===== src/rtl/tsq_pkg.sv =====
package tsq_pkg;

  localparam int DOMAIN_W = 8;
  localparam int MSGT_W   = 4;
  localparam int SEQ_W    = 16;
  localparam int NSEC_W   = 30;
  localparam int SEC_KEEP = 5;
  localparam int REG_W    = 16;
  localparam int ADDR_W   = 3;
  localparam int NUM_DATA = 4;

  localparam logic [ADDR_W-1:0] A_DATA0 = 3'd0;
  localparam logic [ADDR_W-1:0] A_DATA1 = 3'd1;
  localparam logic [ADDR_W-1:0] A_DATA2 = 3'd2;
  localparam logic [ADDR_W-1:0] A_DATA3 = 3'd3;
  localparam logic [ADDR_W-1:0] A_STEP  = 3'd4;
  localparam logic [ADDR_W-1:0] A_IRQEN = 3'd5;
  localparam logic [ADDR_W-1:0] A_IRQST = 3'd6;
  localparam logic [ADDR_W-1:0] A_OVF   = 3'd7;

  typedef struct packed {
    logic [DOMAIN_W-1:0] domain;
    logic [MSGT_W-1:0]   msgType;
    logic [SEQ_W-1:0]    seqId;
    logic [NSEC_W-1:0]   nsec;
    logic [SEC_KEEP-1:0] secLow;
  } tsEntry_t;

  // Strobes from control to datapath
  typedef struct packed {
    logic push;
    logic pop;
    logic clearView;
  } fifoCmd_t;

endpackage


===== src/rtl/tsq_ctrl.sv =====
module tsq_ctrl
  import tsq_pkg::*;
#(
  parameter int DEPTH = 8,
  parameter int CNT_W = $clog2(DEPTH + 1)
) (
  input  logic              clk,
  input  logic              rstN,
  input  logic              capValid,
  input  logic              regWrEn,
  input  logic [ADDR_W-1:0] regAddr,
  input  logic [REG_W-1:0]  regWrData,
  input  logic [CNT_W-1:0]  fillCount,
  output fifoCmd_t          cmd,
  output logic              irqEn,
  output logic              ovfFlag
);

  logic stepCmd;
  logic isEmpty;
  logic isFull;
  logic dropCap;
  logic ovfClear;
  logic enWrite;
  logic unusedWrBits;

  assign unusedWrBits = ^regWrData[REG_W-1:1];

  assign isEmpty  = (fillCount == '0);
  assign isFull   = (fillCount == CNT_W'(DEPTH));
  assign stepCmd  = regWrEn && (regAddr == A_STEP) && regWrData[0];
  assign ovfClear = regWrEn && (regAddr == A_OVF) && regWrData[0];
  assign enWrite  = regWrEn && (regAddr == A_IRQEN);

  // A step on a full queue frees a slot in the same cycle
  assign dropCap = capValid && isFull && !stepCmd;

  always_comb begin
    cmd           = '0;
    cmd.pop       = stepCmd && !isEmpty;
    cmd.clearView = stepCmd && isEmpty;
    cmd.push      = capValid && !dropCap;
  end

  always_ff @(posedge clk or negedge rstN) begin
    if (!rstN) begin
      irqEn   <= 1'b0;
      ovfFlag <= 1'b0;
    end else begin
      if (enWrite) begin
        irqEn <= regWrData[0];
      end
      if (dropCap) begin
        ovfFlag <= 1'b1;
      end else if (ovfClear) begin
        ovfFlag <= 1'b0;
      end
    end
  end

endmodule


===== src/rtl/tsq_datapath.sv =====
module tsq_datapath
  import tsq_pkg::*;
#(
  parameter int DEPTH = 8,
  parameter int CNT_W = $clog2(DEPTH + 1),
  parameter int PTR_W = (DEPTH > 1) ? $clog2(DEPTH) : 1
) (
  input  logic                          clk,
  input  logic                          rstN,
  input  fifoCmd_t                      cmd,
  input  tsEntry_t                      capEntry,
  output logic [CNT_W-1:0]              fillCount,
  output logic                          viewValid,
  output logic [NUM_DATA-1:0][REG_W-1:0] dataWords
);

  localparam logic [PTR_W-1:0] LAST_PTR = PTR_W'(DEPTH - 1);

  tsEntry_t         store [DEPTH];
  tsEntry_t         viewEntry;
  logic [PTR_W-1:0] wrPtr;
  logic [PTR_W-1:0] rdPtr;

  function automatic logic [PTR_W-1:0] nextPtr(input logic [PTR_W-1:0] p);
    return (p == LAST_PTR) ? '0 : p + 1'b1;
  endfunction

  // Storage array carries no reset; only pointers and count do
  always_ff @(posedge clk) begin
    if (cmd.push) begin
      store[wrPtr] <= capEntry;
    end
  end

  always_ff @(posedge clk or negedge rstN) begin
    if (!rstN) begin
      wrPtr     <= '0;
      rdPtr     <= '0;
      fillCount <= '0;
    end else begin
      if (cmd.push) begin
        wrPtr <= nextPtr(wrPtr);
      end
      if (cmd.pop) begin
        rdPtr <= nextPtr(rdPtr);
      end
      case ({cmd.push, cmd.pop})
        2'b10:   fillCount <= fillCount + 1'b1;
        2'b01:   fillCount <= fillCount - 1'b1;
        default: fillCount <= fillCount;
      endcase
    end
  end

  // Presented record, loaded by a step command
  always_ff @(posedge clk or negedge rstN) begin
    if (!rstN) begin
      viewEntry <= '0;
      viewValid <= 1'b0;
    end else if (cmd.pop) begin
      viewEntry <= store[rdPtr];
      viewValid <= 1'b1;
    end else if (cmd.clearView) begin
      viewEntry <= '0;
      viewValid <= 1'b0;
    end
  end

  // Seconds are split: high bits beside the header, low bits beside nsec
  always_comb begin
    dataWords[0] = {viewValid, viewEntry.secLow[4:2], viewEntry.msgType, viewEntry.domain};
    dataWords[1] = viewEntry.seqId;
    dataWords[2] = viewEntry.nsec[15:0];
    dataWords[3] = {viewEntry.secLow[1:0], viewEntry.nsec[29:16]};
  end

endmodule


===== src/rtl/ptp_egress_ts_fifo.sv =====
module ptp_egress_ts_fifo
  import tsq_pkg::*;
#(
  parameter int DEPTH = 8,
  parameter int CNT_W = $clog2(DEPTH + 1)
) (
  input  logic                clk,
  input  logic                rstN,
  input  logic                capValid,
  input  logic [SEC_KEEP-1:0] capSecLow,
  input  logic [NSEC_W-1:0]   capNsec,
  input  logic [DOMAIN_W-1:0] capDomain,
  input  logic [MSGT_W-1:0]   capMsgType,
  input  logic [SEQ_W-1:0]    capSeqId,
  input  logic                regWrEn,
  input  logic [ADDR_W-1:0]   regAddr,
  input  logic [REG_W-1:0]    regWrData,
  output logic [REG_W-1:0]    regRdData,
  output logic                irqOut
);

  fifoCmd_t                      cmd;
  tsEntry_t                      capEntry;
  logic [CNT_W-1:0]              fillCount;
  logic                          viewValid;
  logic                          irqEn;
  logic                          ovfFlag;
  logic                          pending;
  logic [NUM_DATA-1:0][REG_W-1:0] dataWords;

  always_comb begin
    capEntry         = '0;
    capEntry.domain  = capDomain;
    capEntry.msgType = capMsgType;
    capEntry.seqId   = capSeqId;
    capEntry.nsec    = capNsec;
    capEntry.secLow  = capSecLow;
  end

  tsq_ctrl #(.DEPTH(DEPTH), .CNT_W(CNT_W)) u_ctrl (
    .clk       (clk),
    .rstN      (rstN),
    .capValid  (capValid),
    .regWrEn   (regWrEn),
    .regAddr   (regAddr),
    .regWrData (regWrData),
    .fillCount (fillCount),
    .cmd       (cmd),
    .irqEn     (irqEn),
    .ovfFlag   (ovfFlag)
  );

  tsq_datapath #(.DEPTH(DEPTH), .CNT_W(CNT_W)) u_data (
    .clk       (clk),
    .rstN      (rstN),
    .cmd       (cmd),
    .capEntry  (capEntry),
    .fillCount (fillCount),
    .viewValid (viewValid),
    .dataWords (dataWords)
  );

  assign pending = (fillCount != '0);
  assign irqOut  = pending && irqEn;

  always_comb begin
    regRdData = '0;
    case (regAddr)
      A_DATA0: regRdData = dataWords[0];
      A_DATA1: regRdData = dataWords[1];
      A_DATA2: regRdData = dataWords[2];
      A_DATA3: regRdData = dataWords[3];
      A_IRQEN: regRdData[0] = irqEn;
      A_IRQST: regRdData[0] = pending;
      A_OVF:   regRdData[0] = ovfFlag;
      default: regRdData = '0;
    endcase
  end

endmodule


===== config.mk =====
export PLATFORM = sky130hd
export DESIGN_NAME = ptp_egress_ts_fifo
export DESIGN_NICKNAME = d
export VERILOG_FILES = /design/src/rtl/tsq_pkg.sv /design/src/rtl/tsq_ctrl.sv /design/src/rtl/tsq_datapath.sv /design/src/rtl/ptp_egress_ts_fifo.sv
export SDC_FILE = /design/constraint.sdc
export NUM_CORES = 1
export LEC_CHECK = 0
export ABC_CLOCK_PERIOD_IN_PS = 11840
export BUFFER_PORTS_ARGS = -buffer_cell sky130_fd_sc_hd__buf_4
export CORE_MARGIN = 2
export CORE_UTILIZATION = 50
export CTS_BUF_LIST = sky130_fd_sc_hd__clkbuf_4 sky130_fd_sc_hd__clkbuf_8
export DETAILED_ROUTE_END_ITERATION = 8
export GPL_TIMING_DRIVEN = 0
export PLACE_DENSITY = 0.67
export SYNTH_ARGS = -nofsm -noshare
export SYNTH_HDL_FRONTEND = slang
export SYNTH_SLANG_ARGS = --single-unit

===== constraint.sdc =====
create_clock -name clk -period 11.84 [get_ports clk]
set_input_delay 0 -clock clk [delete_from_list [all_inputs] [get_ports clk]]
set_output_delay 0 -clock clk [all_outputs]
set_load 0.005 [all_outputs]

==> summary by stage <==
Placement
Buffers placed on the I/O ports in this run total 87. The half-perimeter wire length of the detailed placement result is 32100 µm. The weighted congestion at the end of routability-driven global placement is between 0.7 and 0.8.

The total instance count after detailed placement is ~1800. The post-placement setup slack is a little over 9 ns.

CTS
The later pin in the worst-skew pair is clocked with a latency of roughly 0.65 ns. Clock-pin slew was measured on the worst setup and hold paths at about 0.060 ns. The clock tree buffer depth is 3. The CTS tree is yes. The count of H-tree levels built during CTS is 3. The root buffer cell chosen for the clock tree is sky130_fd_sc_hd__clkbuf_8.

The post-cts repair resize count is 0. Buffers inserted during clock tree synthesis total 90. The number of buffers added for setup after CTS is 0.

The clock sink count is slightly below 600.

Floorplan
The die is about 220 µm wide. The floorplan has a little under 80 rows. From bottom edge to top edge, the die measures between 200 and 250 µm.

In this run the standard cell core region covers 44100 µm². The number of top-level pins is 103. The initial utilization of the core area, before any placement, comes to slightly above 50%.

The floorplan step defined a die boundary enclosing 46400 µm².

Worst setup path
The data arrival time of the critical path is 3.58 ns. STA puts the critical path data required time at between 10 and 15 ns. STA classifies the critical path startpoint as a flop. The capturing element type of the critical path is a flop. Of all nets on the critical path, the largest fanout is 8. The start-to-end type of the worst setup path is flop to flop.

GRT
The number of global-route vias before repair is about 12000. The first global-routing pass estimated about 73000 µm of wire. The initial antenna violation count is 2. Global routing finished with a remaining overflow of 0.

Entering global routing, the biggest net connects 77 pins. The global-route usage over all layers is about a fifth.

Layout
The layout net count is between 1000 and 1500. For this run, the number of standard cells in the final layout without fillers is between 2000 and 2500. Of the cells placed in the final design, the portion with a size suffix greater than 1 is 34.3%. The area growth from synthesis to layout is 20.8%.

STA
Setup slack closes at around 9 ns. The tightest slew margin relative to the limit is roughly 33%. The final critical path takes up roughly a quarter of the cycle. The final clock skew is 0.0166 ns. The pin slew with the least headroom to its limit is 1.00 ns. Setup repair after global routing left no endpoint under its margin. The final-report hold violation count came to 0.

The final total negative setup slack is 0 ns. The number of pins exceeding their max-slew limit in the final report came to 0. Final hold analysis gives a worst-case slack of 0.0772 ns. The time the worst path needs with I/O delays and setup is about 3.1 ns.

Setup violations remaining at the end of the flow were counted as 0. Based on the critical path, the design can be clocked at up to roughly 330 MHz.

Routing
For this run, the detailed router's first-pass iteration total came to 5. The average vias per placed instance is 5.58. In the final routed layout, each cell accounts on average for between 20 and 25 µm. After detailed routing, the number of remaining DRC violations is 0. The detail route stage leaves a number of antenna-violating nets equal to 0.

Wires add up to slightly below 50000 µm. The detailed router finished its first iteration with around 890 violations. The total number of vias is 11300.

Power and ir drop
The leakage power figure is roughly 9.4 nW. Across the VDD grid, the largest voltage drop is ~90 µV. Power spread over the standard cell area amounts to ~220 nW/µm².

Synthesis
By instance count, the leading cell after synthesis is sky130_fd_sc_hd__edfxtp_1. In this run the biggest area consumer among cell types represents 67.7% of the synthesized area. The share of async-settable or async-resettable flops after synthesis is 13.1%. The post-synthesis average cell area is 21.2 µm². The cell count after synthesis came out at about 1100.

The cell taking the most area after synthesis is sky130_fd_sc_hd__edfxtp_1. The number of enable flip-flop cells after synthesis is 504. In this run, synthesis produced a sequential element count of slightly below 600. The sequential element share of the synthesized area is 76.3%.

The prevailing post-synth register cell is sky130_fd_sc_hd__edfxtp_1. By count the netlist is led by sky130_fd_sc_hd__edfxtp_1 (504), sky130_fd_sc_hd__mux4_2 (142), sky130_fd_sc_hd__nand2_1 (78), sky130_fd_sc_hd__dfrtp_1 (76), sky130_fd_sc_hd__mux2i_1 (63). Yosys attributes the largest share of cell area to sky130_fd_sc_hd__edfxtp_1 (68%), sky130_fd_sc_hd__mux4_2 (14%), sky130_fd_sc_hd__dfrtp_1 (8.5%). The count of synthesis-stage warnings from yosys is 0. The cell area after technology mapping is between 20000 and 25000 µm².

The distinct cell type count after synthesis is 38. The post-synthesis net count is between 1000 and 1500.

Outcome
The flow ran to the end, and the final reports show no timing, DRC or antenna violations.

Min path
The class of the worst hold path is primary input to asynchronous set/reset pin.

Run
The number of max-capacitance violations reported is 0.
-- critical path: stages (launching register included) --
cell and delay, ns:
sky130_fd_sc_hd__dfrtp_1 0.37, sky130_fd_sc_hd__buf_6 0.13, sky130_fd_sc_hd__nor3_1 0.38, sky130_fd_sc_hd__o311ai_2 0.24
sky130_fd_sc_hd__dlygate4sd3_1 0.62, sky130_fd_sc_hd__nand2_2 0.14, sky130_fd_sc_hd__ha_1 0.28, sky130_fd_sc_hd__xor2_1 0.10
sky130_fd_sc_hd__ha_1 0.19, sky130_fd_sc_hd__a21oi_1 0.15, sky130_fd_sc_hd__xor2_1 0.15, sky130_fd_sc_hd__nor2_1 0.06
sky130_fd_sc_hd__xor2_1 0.14
-- worst paths after layout --
check                                            startpoint                                to  slack [ns]  cells after the start
max in group asynchronous                              rstN  u_data.dataWords[40]$_DFFE_PN0P_       11.13                      2
min reg2reg                u_data.dataWords[47]$_DFFE_PN0P_  u_data.dataWords[47]$_DFFE_PN0P_        0.48                      2
min                                                    rstN  u_data.dataWords[57]$_DFFE_PN0P_        0.08                      2
max reg2reg                 u_data.fillCount[1]$_DFFE_PN0P_   u_data.fillCount[2]$_DFFE_PN0P_        8.78                     12
max                         u_data.fillCount[1]$_DFFE_PN0P_   u_data.fillCount[2]$_DFFE_PN0P_        8.78                     12
min in group clk                                 regAddr[2]  u_data.dataWords[47]$_DFFE_PN0P_        0.11                      5
-- timing repair --
item,CTS,global route
hold buffers,71,0
hold endpoints to repair,597,0
endpoints found under the setup margin,0,0
-- stage by stage --
| step | total power [mW] | util, % | cell area (µm²) |
|---|---|---|---|
| final | 5.96 | 61.1 | 27000 |
| after global routing | 6.24 | 61.1 | 27000 |
| after global placement | 4.27 | 53.8 | 23700 |
| after floorplan | 3.73 | - | 22300 |
| after detailed placement | 4.33 | 55.4 | 24500 |
| after CTS | 6.03 | 61.1 | 27000 |
-- state kept, by name, summed over array words and instances (netlist names) --
signal,count
u_ctrl.irqEn,1
u_ctrl.ovfFlag,1
u_data.dataWords,63
u_data.rdPtr,3
u_data.viewValid,1
u_data.fillCount,4
u_data.wrPtr,3
u_data.store,504
-- power breakdown --
part           internal [mW]  switching [mW]
sequential              2.62           0.162
clock                  0.934           0.745
combinational          0.710           0.793
-- cells in the final DEF, fill, tap and decap left out, types with 5 or more instances in the layout --
cell type,count
sky130_fd_sc_hd__edfxtp_1,504
sky130_fd_sc_hd__mux4_2,142
sky130_fd_sc_hd__buf_4,111
sky130_fd_sc_hd__clkbuf_8,100
sky130_fd_sc_hd__nand2_1,78
sky130_fd_sc_hd__dfrtp_1,76
sky130_fd_sc_hd__dlygate4sd3_1,71
sky130_fd_sc_hd__mux2i_1,63
sky130_fd_sc_hd__buf_6,37
sky130_fd_sc_hd__o21ai_0,36
sky130_fd_sc_hd__clkbuf_4,31
sky130_fd_sc_hd__o21ai_1,29
sky130_fd_sc_hd__buf_2,23
sky130_fd_sc_hd__clkbuf_1,16
sky130_fd_sc_hd__nor2b_1,16
sky130_fd_sc_hd__clkinv_1,13
sky130_fd_sc_hd__clkinv_2,10
sky130_fd_sc_hd__ha_1,7
sky130_fd_sc_hd__clkbuf_2,5
sky130_fd_sc_hd__mux2_2,5
-- logic make-up (layout without fill, tap and decap cells) --
family                   count (synthesis)  count (layout)  share of synthesized area [%]
flip-flops                             580             580                           76.3
multiplexers                           210             210                           17.4
AND/OR/NAND/NOR                        124             124                           2.57
AO/OA/AOI/OAI                           73              73                           1.72
buffers and inverters                   57             434                           1.47
adder cells (fa/ha/maj)                  7               7                          0.392
XOR/XNOR                                 5               5                          0.196
other                                    0               2                              0
-- routing by layer --
metal | part of all wire, % | wire (µm) | global-route usage, % | up-vias
met2 | 49 | 23500 | 34.0 | 357
li1 | - | - | - | 4935
met5 | 0 | 0 | 0 | -
met3 | 6.6 | 3180 | 4.75 | 45
met1 | 43 | 20500 | 29.6 | 5967
met4 | 1.8 | 857 | 6.78 | 0
-- final cells by class --
| type | instances | area, µm² |
|---|---|---|
| fillers | 3226 | 17100 |
| multi-input cells | 419 | 5020 |
| clock buffers | 131 | 1610 |
| flip-flops and latches | 580 | 17000 |
| plain buffers | 56 | 324 |
| inverters | 1 | 3.75 |
| diodes | 2 | 5.00 |
| repair buffers | 218 | 2040 |
| clock inverters | 28 | 204 |
| well taps | 592 | 741 |
(Power assumes the default switching activity.)
